===== src/rtl/rce_pkg.sv =====
package rce_pkg;
    typedef enum logic [2:0] {
        ST_IDLE,
        ST_READ,
        ST_WRITE,
        ST_DECIDE,
        ST_FINISH,
        ST_HALT
    } rce_state_e;
endpackage


===== src/rtl/rce_arch_regs.sv =====
module rce_arch_regs #(
    parameter int ADDR_W = 16,
    parameter int CNT_W  = 16
) (
    input  logic              clk,
    input  logic              rst_n,
    input  logic              load,
    input  logic [ADDR_W-1:0] init_src,
    input  logic [ADDR_W-1:0] init_dst,
    input  logic [CNT_W-1:0]  init_cnt,
    input  logic              init_down,
    input  logic              commit,
    output logic [ADDR_W-1:0] src,
    output logic [ADDR_W-1:0] dst,
    output logic [CNT_W-1:0]  cnt,
    output logic              cnt_zero
);
    localparam logic [ADDR_W-1:0] ONE_A = {{(ADDR_W-1){1'b0}}, 1'b1};
    localparam logic [CNT_W-1:0]  ONE_C = {{(CNT_W-1){1'b0}}, 1'b1};

    logic              down_q;
    logic [ADDR_W-1:0] src_nxt;
    logic [ADDR_W-1:0] dst_nxt;

    always_comb begin
        if (down_q) begin
            src_nxt = src - ONE_A;
            dst_nxt = dst - ONE_A;
        end else begin
            src_nxt = src + ONE_A;
            dst_nxt = dst + ONE_A;
        end
    end

    always_ff @(posedge clk or negedge rst_n) begin
        if (!rst_n) begin
            src    <= '0;
            dst    <= '0;
            cnt    <= '0;
            down_q <= 1'b0;
        end else if (load) begin
            src    <= init_src;
            dst    <= init_dst;
            cnt    <= init_cnt;
            down_q <= init_down;
        end else if (commit) begin
            src <= src_nxt;
            dst <= dst_nxt;
            cnt <= cnt - ONE_C;
        end
    end

    assign cnt_zero = (cnt == '0);
endmodule


===== src/rtl/rce_mem_port.sv =====
module rce_mem_port
    import rce_pkg::*;
#(
    parameter int ADDR_W = 16,
    parameter int DATA_W = 8
) (
    input  logic              clk,
    input  logic              rst_n,
    input  rce_state_e        state,
    input  logic [ADDR_W-1:0] src,
    input  logic [ADDR_W-1:0] dst,
    input  logic [DATA_W-1:0] mem_rdata,
    input  logic              mem_ack,
    output logic              mem_req,
    output logic              mem_we,
    output logic [ADDR_W-1:0] mem_addr,
    output logic [DATA_W-1:0] mem_wdata,
    output logic              rd_done,
    output logic              wr_done
);
    logic [DATA_W-1:0] byte_q;

    always_comb begin
        mem_req  = (state == ST_READ) || (state == ST_WRITE);
        mem_we   = (state == ST_WRITE);
        mem_addr = (state == ST_WRITE) ? dst : src;
        rd_done  = (state == ST_READ)  && mem_ack;
        wr_done  = (state == ST_WRITE) && mem_ack;
    end

    always_ff @(posedge clk or negedge rst_n) begin
        if (!rst_n) begin
            byte_q <= '0;
        end else if (rd_done) begin
            byte_q <= mem_rdata;
        end
    end

    assign mem_wdata = byte_q;
endmodule


===== src/rtl/rce_ctrl.sv =====
module rce_ctrl
    import rce_pkg::*;
(
    input  logic       clk,
    input  logic       rst_n,
    input  logic       start,
    input  logic       init_zero,
    input  logic       rd_done,
    input  logic       wr_done,
    input  logic       cnt_zero,
    input  logic       irq_pend,
    input  logic       step_en,
    output rce_state_e state,
    output logic       load,
    output logic       commit,
    output logic       busy,
    output logic       done,
    output logic       halted
);
    rce_state_e state_nxt;

    always_comb begin
        state_nxt = state;
        unique case (state)
            ST_IDLE:   if (start) state_nxt = init_zero ? ST_FINISH : ST_READ;
            ST_READ:   if (rd_done) state_nxt = ST_WRITE;
            ST_WRITE:  if (wr_done) state_nxt = ST_DECIDE;
            ST_DECIDE: begin
                if (cnt_zero)                 state_nxt = ST_FINISH;
                else if (irq_pend || step_en) state_nxt = ST_HALT;
                else                          state_nxt = ST_READ;
            end
            ST_FINISH: state_nxt = ST_IDLE;
            ST_HALT:   state_nxt = ST_IDLE;
            default:   state_nxt = ST_IDLE;
        endcase
    end

    always_ff @(posedge clk or negedge rst_n) begin
        if (!rst_n) state <= ST_IDLE;
        else        state <= state_nxt;
    end

    always_comb begin
        load   = (state == ST_IDLE) && start;
        commit = wr_done;
        busy   = (state != ST_IDLE);
        done   = (state == ST_FINISH);
        halted = (state == ST_HALT);
    end
endmodule


===== src/rtl/rep_copy_engine.sv =====
module rep_copy_engine
    import rce_pkg::*;
#(
    parameter int ADDR_W = 16,
    parameter int CNT_W  = 16,
    parameter int DATA_W = 8
) (
    input  logic              clk,
    input  logic              rst_n,
    input  logic              start,
    input  logic [ADDR_W-1:0] init_src,
    input  logic [ADDR_W-1:0] init_dst,
    input  logic [CNT_W-1:0]  init_cnt,
    input  logic              dir_down,
    input  logic              irq_pend,
    input  logic              step_en,
    output logic              mem_req,
    output logic              mem_we,
    output logic [ADDR_W-1:0] mem_addr,
    output logic [DATA_W-1:0] mem_wdata,
    input  logic [DATA_W-1:0] mem_rdata,
    input  logic              mem_ack,
    output logic [ADDR_W-1:0] cur_src,
    output logic [ADDR_W-1:0] cur_dst,
    output logic [CNT_W-1:0]  cur_cnt,
    output logic              busy,
    output logic              done,
    output logic              halted
);
    rce_state_e state;
    logic       load;
    logic       commit;
    logic       cnt_zero;
    logic       rd_done;
    logic       wr_done;

    rce_ctrl u_ctrl (
        .clk       (clk),
        .rst_n     (rst_n),
        .start     (start),
        .init_zero (init_cnt == '0),
        .rd_done   (rd_done),
        .wr_done   (wr_done),
        .cnt_zero  (cnt_zero),
        .irq_pend  (irq_pend),
        .step_en   (step_en),
        .state     (state),
        .load      (load),
        .commit    (commit),
        .busy      (busy),
        .done      (done),
        .halted    (halted)
    );

    rce_arch_regs #(.ADDR_W(ADDR_W), .CNT_W(CNT_W)) u_regs (
        .clk       (clk),
        .rst_n     (rst_n),
        .load      (load),
        .init_src  (init_src),
        .init_dst  (init_dst),
        .init_cnt  (init_cnt),
        .init_down (dir_down),
        .commit    (commit),
        .src       (cur_src),
        .dst       (cur_dst),
        .cnt       (cur_cnt),
        .cnt_zero  (cnt_zero)
    );

    rce_mem_port #(.ADDR_W(ADDR_W), .DATA_W(DATA_W)) u_mem (
        .clk       (clk),
        .rst_n     (rst_n),
        .state     (state),
        .src       (cur_src),
        .dst       (cur_dst),
        .mem_rdata (mem_rdata),
        .mem_ack   (mem_ack),
        .mem_req   (mem_req),
        .mem_we    (mem_we),
        .mem_addr  (mem_addr),
        .mem_wdata (mem_wdata),
        .rd_done   (rd_done),
        .wr_done   (wr_done)
    );
endmodule


===== config.mk =====
export PLATFORM = sky130hd
export DESIGN_NAME = rep_copy_engine
export DESIGN_NICKNAME = d
export VERILOG_FILES = /design/src/rtl/rce_pkg.sv /design/src/rtl/rce_arch_regs.sv /design/src/rtl/rce_mem_port.sv /design/src/rtl/rce_ctrl.sv /design/src/rtl/rep_copy_engine.sv
export SDC_FILE = /design/constraint.sdc
export NUM_CORES = 1
export LEC_CHECK = 0
export BUFFER_PORTS_ARGS = -buffer_cell sky130_fd_sc_hd__buf_2
export CAP_MARGIN = 10
export CELL_PAD_IN_SITES_DETAIL_PLACEMENT = 0
export CELL_PAD_IN_SITES_GLOBAL_PLACEMENT = 1
export CORE_UTILIZATION = 38
export DETAILED_ROUTE_END_ITERATION = 6
export PLACE_DENSITY_LB_ADDON = 0.05
export RECOVER_POWER = 100
export SYNTH_ARGS = -nofsm -noshare
export SYNTH_HDL_FRONTEND = slang
export SYNTH_SLANG_ARGS = --single-unit

===== constraint.sdc =====
create_clock -name clk -period 3.3 [get_ports clk]
set_input_delay 0 -clock clk [delete_from_list [all_inputs] [get_ports clk]]
set_output_delay 0 -clock clk [all_outputs]
set_load 0.01 [all_outputs]

==> results of run 1 <==
## cell type report
cell class                      count  area (sq um)  share of cell area (%)
Clock buffer                       13           280                    4.73
Tap cell                          140           175                    2.96
Sequential cell                    60          1500                    25.3
Timing Repair Buffer              203          1220                    20.6
Multi-Input combinational cell    372          2660                    44.9
Inverter                           13          48.8                   0.823
Clock inverter                      3          42.5                   0.718
## worst register-to-register path, delay by kind of cell (launching register included)
family,cells,cell delay [ns]
adder cells (fa/ha/maj),1,0.42
flip-flops,1,0.85
multiplexers,1,0.35
AO/OA/AOI/OAI,6,1.19
## path summary, 6_finish.rpt
check | from | to | slack, ns | cells after the start
hold / removal | mem_ack | u_ctrl.state[1] | 0.03 | 3
hold reg to reg | u_mem.mem_wdata[7] | u_mem.mem_wdata[7] | 0.51 | 1
max in group asynchronous | rst_n | u_regs.src[1] | 0.87 | 3
setup / recovery | u_regs.down_q | u_regs.dst[12] | 0.41 | 8
min in group asynchronous | rst_n | u_mem.mem_wdata[0] | 0.85 | 2
setup reg to reg | u_regs.down_q | u_regs.dst[12] | 0.41 | 8
## flip-flops by register name, indices dropped and copies added (netlist names)
name / flops
u_ctrl.state: 3
u_regs.dst: 16
u_regs.src: 16
u_regs.cnt: 16
u_mem.mem_wdata: 8
u_regs.down_q: 1
## routing by layer
metal	GRT usage, %	wire, um	vias up
met4	8.30	240	0
met1	30.7	6200	2101
met5	0	0	-
met2	40.6	6600	157
met3	2.63	706	14
li1	-	-	2168
## Yosys cell counts (7+ instances only)
library cell  instances  share of area [%]
a21oi_1              29                3.3
a22oi_1              22                3.8
clkbuf_1             13                1.1
dfrtp_1              60                 34
ha_1                 29                8.3
inv_1                13                1.1
mux2_2               25                6.5
mux2i_1               7                1.6
nand2_1              43                3.7
nand3_1              12                1.4
nor2_1               30                2.6
nor3_1                8               0.92
o211ai_1             13                2.2
o21ai_0              30                3.4
o311ai_0              9                1.8
xnor2_1              12                2.4
xor2_1                7                1.4
## repair_timing
item,CTS,global route
hold buffers,58,0
gates resized for setup,0,0
endpoints found under the hold margin,94,0
## report_power, final
part,internal [mW],switching (mW),leakage (nW)
logic,1.65,2.22,1.67
clock network,0.666,0.340,0.158
registers,1.10,0.507,0.738
## per-stage QoR
step	power, mW	hold WS [ns]	util (%)	cells	instance area, sq um
6_report	6.47	0.0301	53.7	804	5930
5_1_grt	7.04	0.0559	53.7	804	5930
4_1_cts	6.66	0.0171	54.9	804	6060
3_5_place_dp	5.57	0.188	46.7	730	5150
3_3_place_gp	5.54	0.186	46.7	730	5150
2_1_floorplan	4.36	-0.296	-	468	4360
## cells by family after synthesis
group           after synthesis
fa+ha+maj                    31
mux                          32
flops                        60
xor+xnor                     19
simple gates                130
compound gates              160
buf+inv                      36
==> run summary, run 1 <==
Status: finished, violations left
Failing checks: max-capacitance violations, max-slew violations
Yosys warning total: 0
Synth Area in Compound Gates: 25.6%
Final TNS setup: 0 ns
Max-cap violations: 1
CP max FO: 20
Clock skew: 0.00739 ns
Post-synth cell types: 69
Die X: 109 um
Crit-path max cell delay: 0.85 ns
Worst slew margin: -43.4%
Synth Area in XOR/XNOR: 3.82%
CP Buf/Inv Count: 0
Req. time, crit path: 3.54 ns
Clock transition at path regs: 0.06 ns
Endpoints failing hold: 0
Max Freq: 346 MHz
Kind of critical path: flip-flop to flip-flop
Cell count after synthesis: 468
Ys async rst share: 100%
Post-synthesis instance area: 4360 sq um
Final period util: 87.7%
Final setup fails: 0
Number of diodes: 0
Clk Latency, worst-skew pair: 0.33 ns
Worst min path class: input pin to flip-flop
I/O pin cnt: 140
# fillers: 1072
Worst path cell trace: ha_1 > a21oi_1 > o21ai_0 > a21oi_1 > o21ai_0 > a21oi_1 > mux2_2 > o21ai_0
CP top delay family: compound AO/OA/AOI/OAI gates
Area Growth Syn to Fin: 35.9%
DRC violations left: 0
Drt pass-1 iters: 5
Worst slew pin tran: 2.15 ns
Clock sink total: 60
DIE HEIGHT: 109 um
Share of layout cells above drive strength 1: 18.7%
Gr ovfl total: 0
Leak: 2.56 nW
Initial antenna violation count: 0
Nets: 753
Setup bufs post-CTS: 0
Synth Area per Inst: 9.32 sq um
Most frequent cells in the layout: 75 x clkbuf_1, 65 x buf_2, 60 x dfrtp_1
HPWL after DPL: 9650 um
CP startpoint kind: flip-flop
Via count: 4440
Post-Synth Simple-Gate Area: 14.8%
Detail Route Antenna Nets: 0
Number of flops mapped to enable cells by yosys: 0
CP Capture Type: flip-flop
CTS Buf Count: 9
Clock Path Buffers: 2
Synthesized net count: 562
Gr usage total: 23.7%
Max stage delay cell, worst path: dfrtp_1
Die area: 11900 sq um
Power Density: 1090 nW/um^2
Vias in the first global route: 4212
RSZ-0062 raised after global routing: false
Sequential share of the synthesized area: 34.4%
Placeable Area: 11000 sq um
Max H-tree Level: 3
IO Port Bufs: 139
Synth Register Bits: 60
Initial Util: 39.5%
Pre-CTS setup slack: 0.480 ns
Mux share of post-synthesis cell area: 8.06%
Crit path time final: 2.89 ns
Vias/cell: 5.52
FP Rows: 38
Synth Flop Type: dfrtp_1
Clock root buffer: clkbuf_16
Largest family of logic cells by synthesized area: compound AO/OA/AOI/OAI gates
First-pass GRT wire length: 21600 um
Final GP Congestion: 0.793
Wire per inst: 17.1 um
Worst vdd ir: 434 uV
Detailed Route WL: 13800 um
Final slew viol count: 39
Largest net degree at the start of global routing: 49
Initial DRC count: 243
Adder-Cell Fraction of Synth Area: 9.24%
WP data arrival: 3.14 ns
Most common cell after layout, fill and taps aside: clkbuf_1
Final WS setup: 0.406 ns
CTS tree: done
(Power assumes the default switching activity.)
==> run 2: changes to the inputs <==
--- a/config.mk
+++ b/config.mk
@@ -9,7 +9,8 @@
 export CAP_MARGIN = 10
 export CELL_PAD_IN_SITES_DETAIL_PLACEMENT = 0
 export CELL_PAD_IN_SITES_GLOBAL_PLACEMENT = 1
-export CORE_UTILIZATION = 38
+export CORE_UTILIZATION = 39
+export CTS_BUF_LIST = sky130_fd_sc_hd__clkbuf_8
 export DETAILED_ROUTE_END_ITERATION = 6
 export PLACE_DENSITY_LB_ADDON = 0.05
 export RECOVER_POWER = 100
==> run 2 against run 1 <==
Effect of this change: combinational power about the same; global-route usage up 1.1 points; total power decreased by 3.3%; clock skew grew 0.0015 ns; the flow still finishes with violations (max-capacitance violations, max-slew violations); utilization increased by 0.083 points.
==> run summary, run 2 (synthesis gave the netlist of run 1 again) <==
Setup bufs post-CTS: 0
IO Port Bufs: 139
CTS Buf Count: 9
Crit path time final: 2.85 ns
Kind of critical path: flip-flop to flip-flop
Worst vdd ir: 421 uV
Worst min path class: input pin to flip-flop
Nets: 758
I/O pin cnt: 140
HPWL after DPL: 10100 um
Gr ovfl total: 0
DIE HEIGHT: 108 um
Largest net degree at the start of global routing: 37
Vias in the first global route: 4297
Die X: 108 um
WP data arrival: 3.08 ns
DRC violations left: 0
Wire per inst: 17.2 um
Leak: 2.54 nW
Die area: 11600 sq um
Failing checks: max-capacitance violations, max-slew violations
Initial DRC count: 195
First-pass GRT wire length: 22000 um
Final setup fails: 0
CP top delay family: compound AO/OA/AOI/OAI gates
Clk Latency, worst-skew pair: 0.36 ns
Crit-path max cell delay: 0.73 ns
FP Rows: 38
Max Freq: 351 MHz
Initial Util: 40.1%
Worst slew pin tran: 2.12 ns
Endpoints failing hold: 0
Via count: 4467
Clock sink total: 60
CTS tree: done
Clock transition at path regs: 0.07 ns
Max stage delay cell, worst path: dfrtp_1
Clock skew: 0.00889 ns
Worst path cell trace: clkbuf_2 > ha_1 > o21ai_0 > a21oi_1 > a21oi_1 > a2bb2oi_1 > a31oi_1 > xnor2_1 > o21ai_0
Largest registers: u_regs.cnt x16, u_regs.dst x16, u_regs.src x16
Drt pass-1 iters: 4
Clock root buffer: clkbuf_8
CP Buf/Inv Count: 1
Most frequent cells in the layout: 76 x clkbuf_1, 64 x buf_2, 60 x dfrtp_1
Worst slew margin: -41.4%
Share of layout cells above drive strength 1: 19.0%
CP Capture Type: flip-flop
Area Growth Syn to Fin: 34.3%
RSZ-0062 raised after global routing: false
Detailed Route WL: 13900 um
Gr usage total: 24.8%
CP max FO: 16
Status: finished, violations left
Max-cap violations: 1
Final Power: 6.26 mW
Max H-tree Level: 3
Req. time, crit path: 3.53 ns
Final slew viol count: 37
# fillers: 1087
Power Density: 1070 nW/um^2
Clock Path Buffers: 2
Most common cell after layout, fill and taps aside: clkbuf_1
Detail Route Antenna Nets: 0
Placeable Area: 10900 sq um
Initial antenna violation count: 0
Final GP Congestion: 0.837
Vias/cell: 5.52
Final period util: 86.4%
Final TNS setup: 0 ns
Number of diodes: 0
CP startpoint kind: flip-flop
[run 2: cell types whose count changed in the layout (fill, tap and decap cells not counted), moves of 2 or more]
cell	before	now
o21ai_1	0	2
o21ai_0	36	33
clkbuf_16	9	0
buf_4	3	7
clkbuf_8	4	13
[run 2: worst paths after layout]
path,startpoint,to,slack (ns),cells after the start
hold reg to reg,u_mem.mem_wdata[1],u_mem.mem_wdata[1],0.51,1
hold / removal,irq_pend,u_ctrl.state[2],0.05,4
min in group asynchronous,rst_n,u_mem.mem_wdata[7],0.80,2
max in group asynchronous,rst_n,u_regs.dst[0],0.89,3
setup / recovery,u_regs.down_q,u_regs.dst[15],0.45,9
setup reg to reg,u_regs.down_q,u_regs.dst[15],0.45,9
[run 2: stage by stage]
step / hold WS (ns) / std cells / instance area, sq um / utilization, % / setup WS (ns)
2_1_floorplan: -0.296 / 468 / 4360 / - / 0.644
3_3_place_gp: 0.164 / 734 / 5180 / 47.6 / 0.674
3_5_place_dp: 0.173 / 734 / 5180 / 47.6 / 0.593
4_1_cts: 0.0337 / 809 / 5990 / 55.1 / 0.562
5_1_grt: 0.0683 / 809 / 5860 / 53.8 / 0.179
6_report: 0.0484 / 809 / 5860 / 53.8 / 0.448
[run 2: layout make-up]
| class | count | area [sq um] | area share [%] |
|---|---|---|---|
| repair buffers | 208 | 1260 | 21.5 |
| clock buffers | 13 | 179 | 3.05 |
| well taps | 140 | 175 | 2.99 |
| multi-input cells | 372 | 2650 | 45.3 |
| flip-flops and latches | 60 | 1500 | 25.6 |
| clock inverters | 3 | 42.5 | 0.726 |
| inverters | 13 | 48.8 | 0.833 |
[run 2: power breakdown]
part           internal (mW)  switching (mW)
Combinational           1.67            2.23
Sequential              1.09           0.512
Clock                  0.430           0.320
Total                   3.20            3.06
[run 2: worst register-to-register path: stages, from the launching register on]
cell and delay, ns:
dfrtp_1 0.73, clkbuf_2 0.45, ha_1 0.34, o21ai_0 0.13, a21oi_1 0.11, a21oi_1 0.35
a2bb2oi_1 0.18, a31oi_1 0.23, xnor2_1 0.13, o21ai_0 0.08
[run 2: repair_timing]
item                                   in CTS  in global routing
hold buffers                               59                  0
endpoints found under the hold margin      93                  0
gates resized for setup                     0                  0
[run 2: layer usage]
| layer | track usage [%] | wire length [um] | up-vias |
|---|---|---|---|
| met3 | 3.69 | 615 | 18 |
| li1 | - | - | 2176 |
| met2 | 42.6 | 6690 | 126 |
| met1 | 31.3 | 6240 | 2147 |
| met4 | 9.39 | 333 | 0 |
| met5 | 0 | 0 | - |
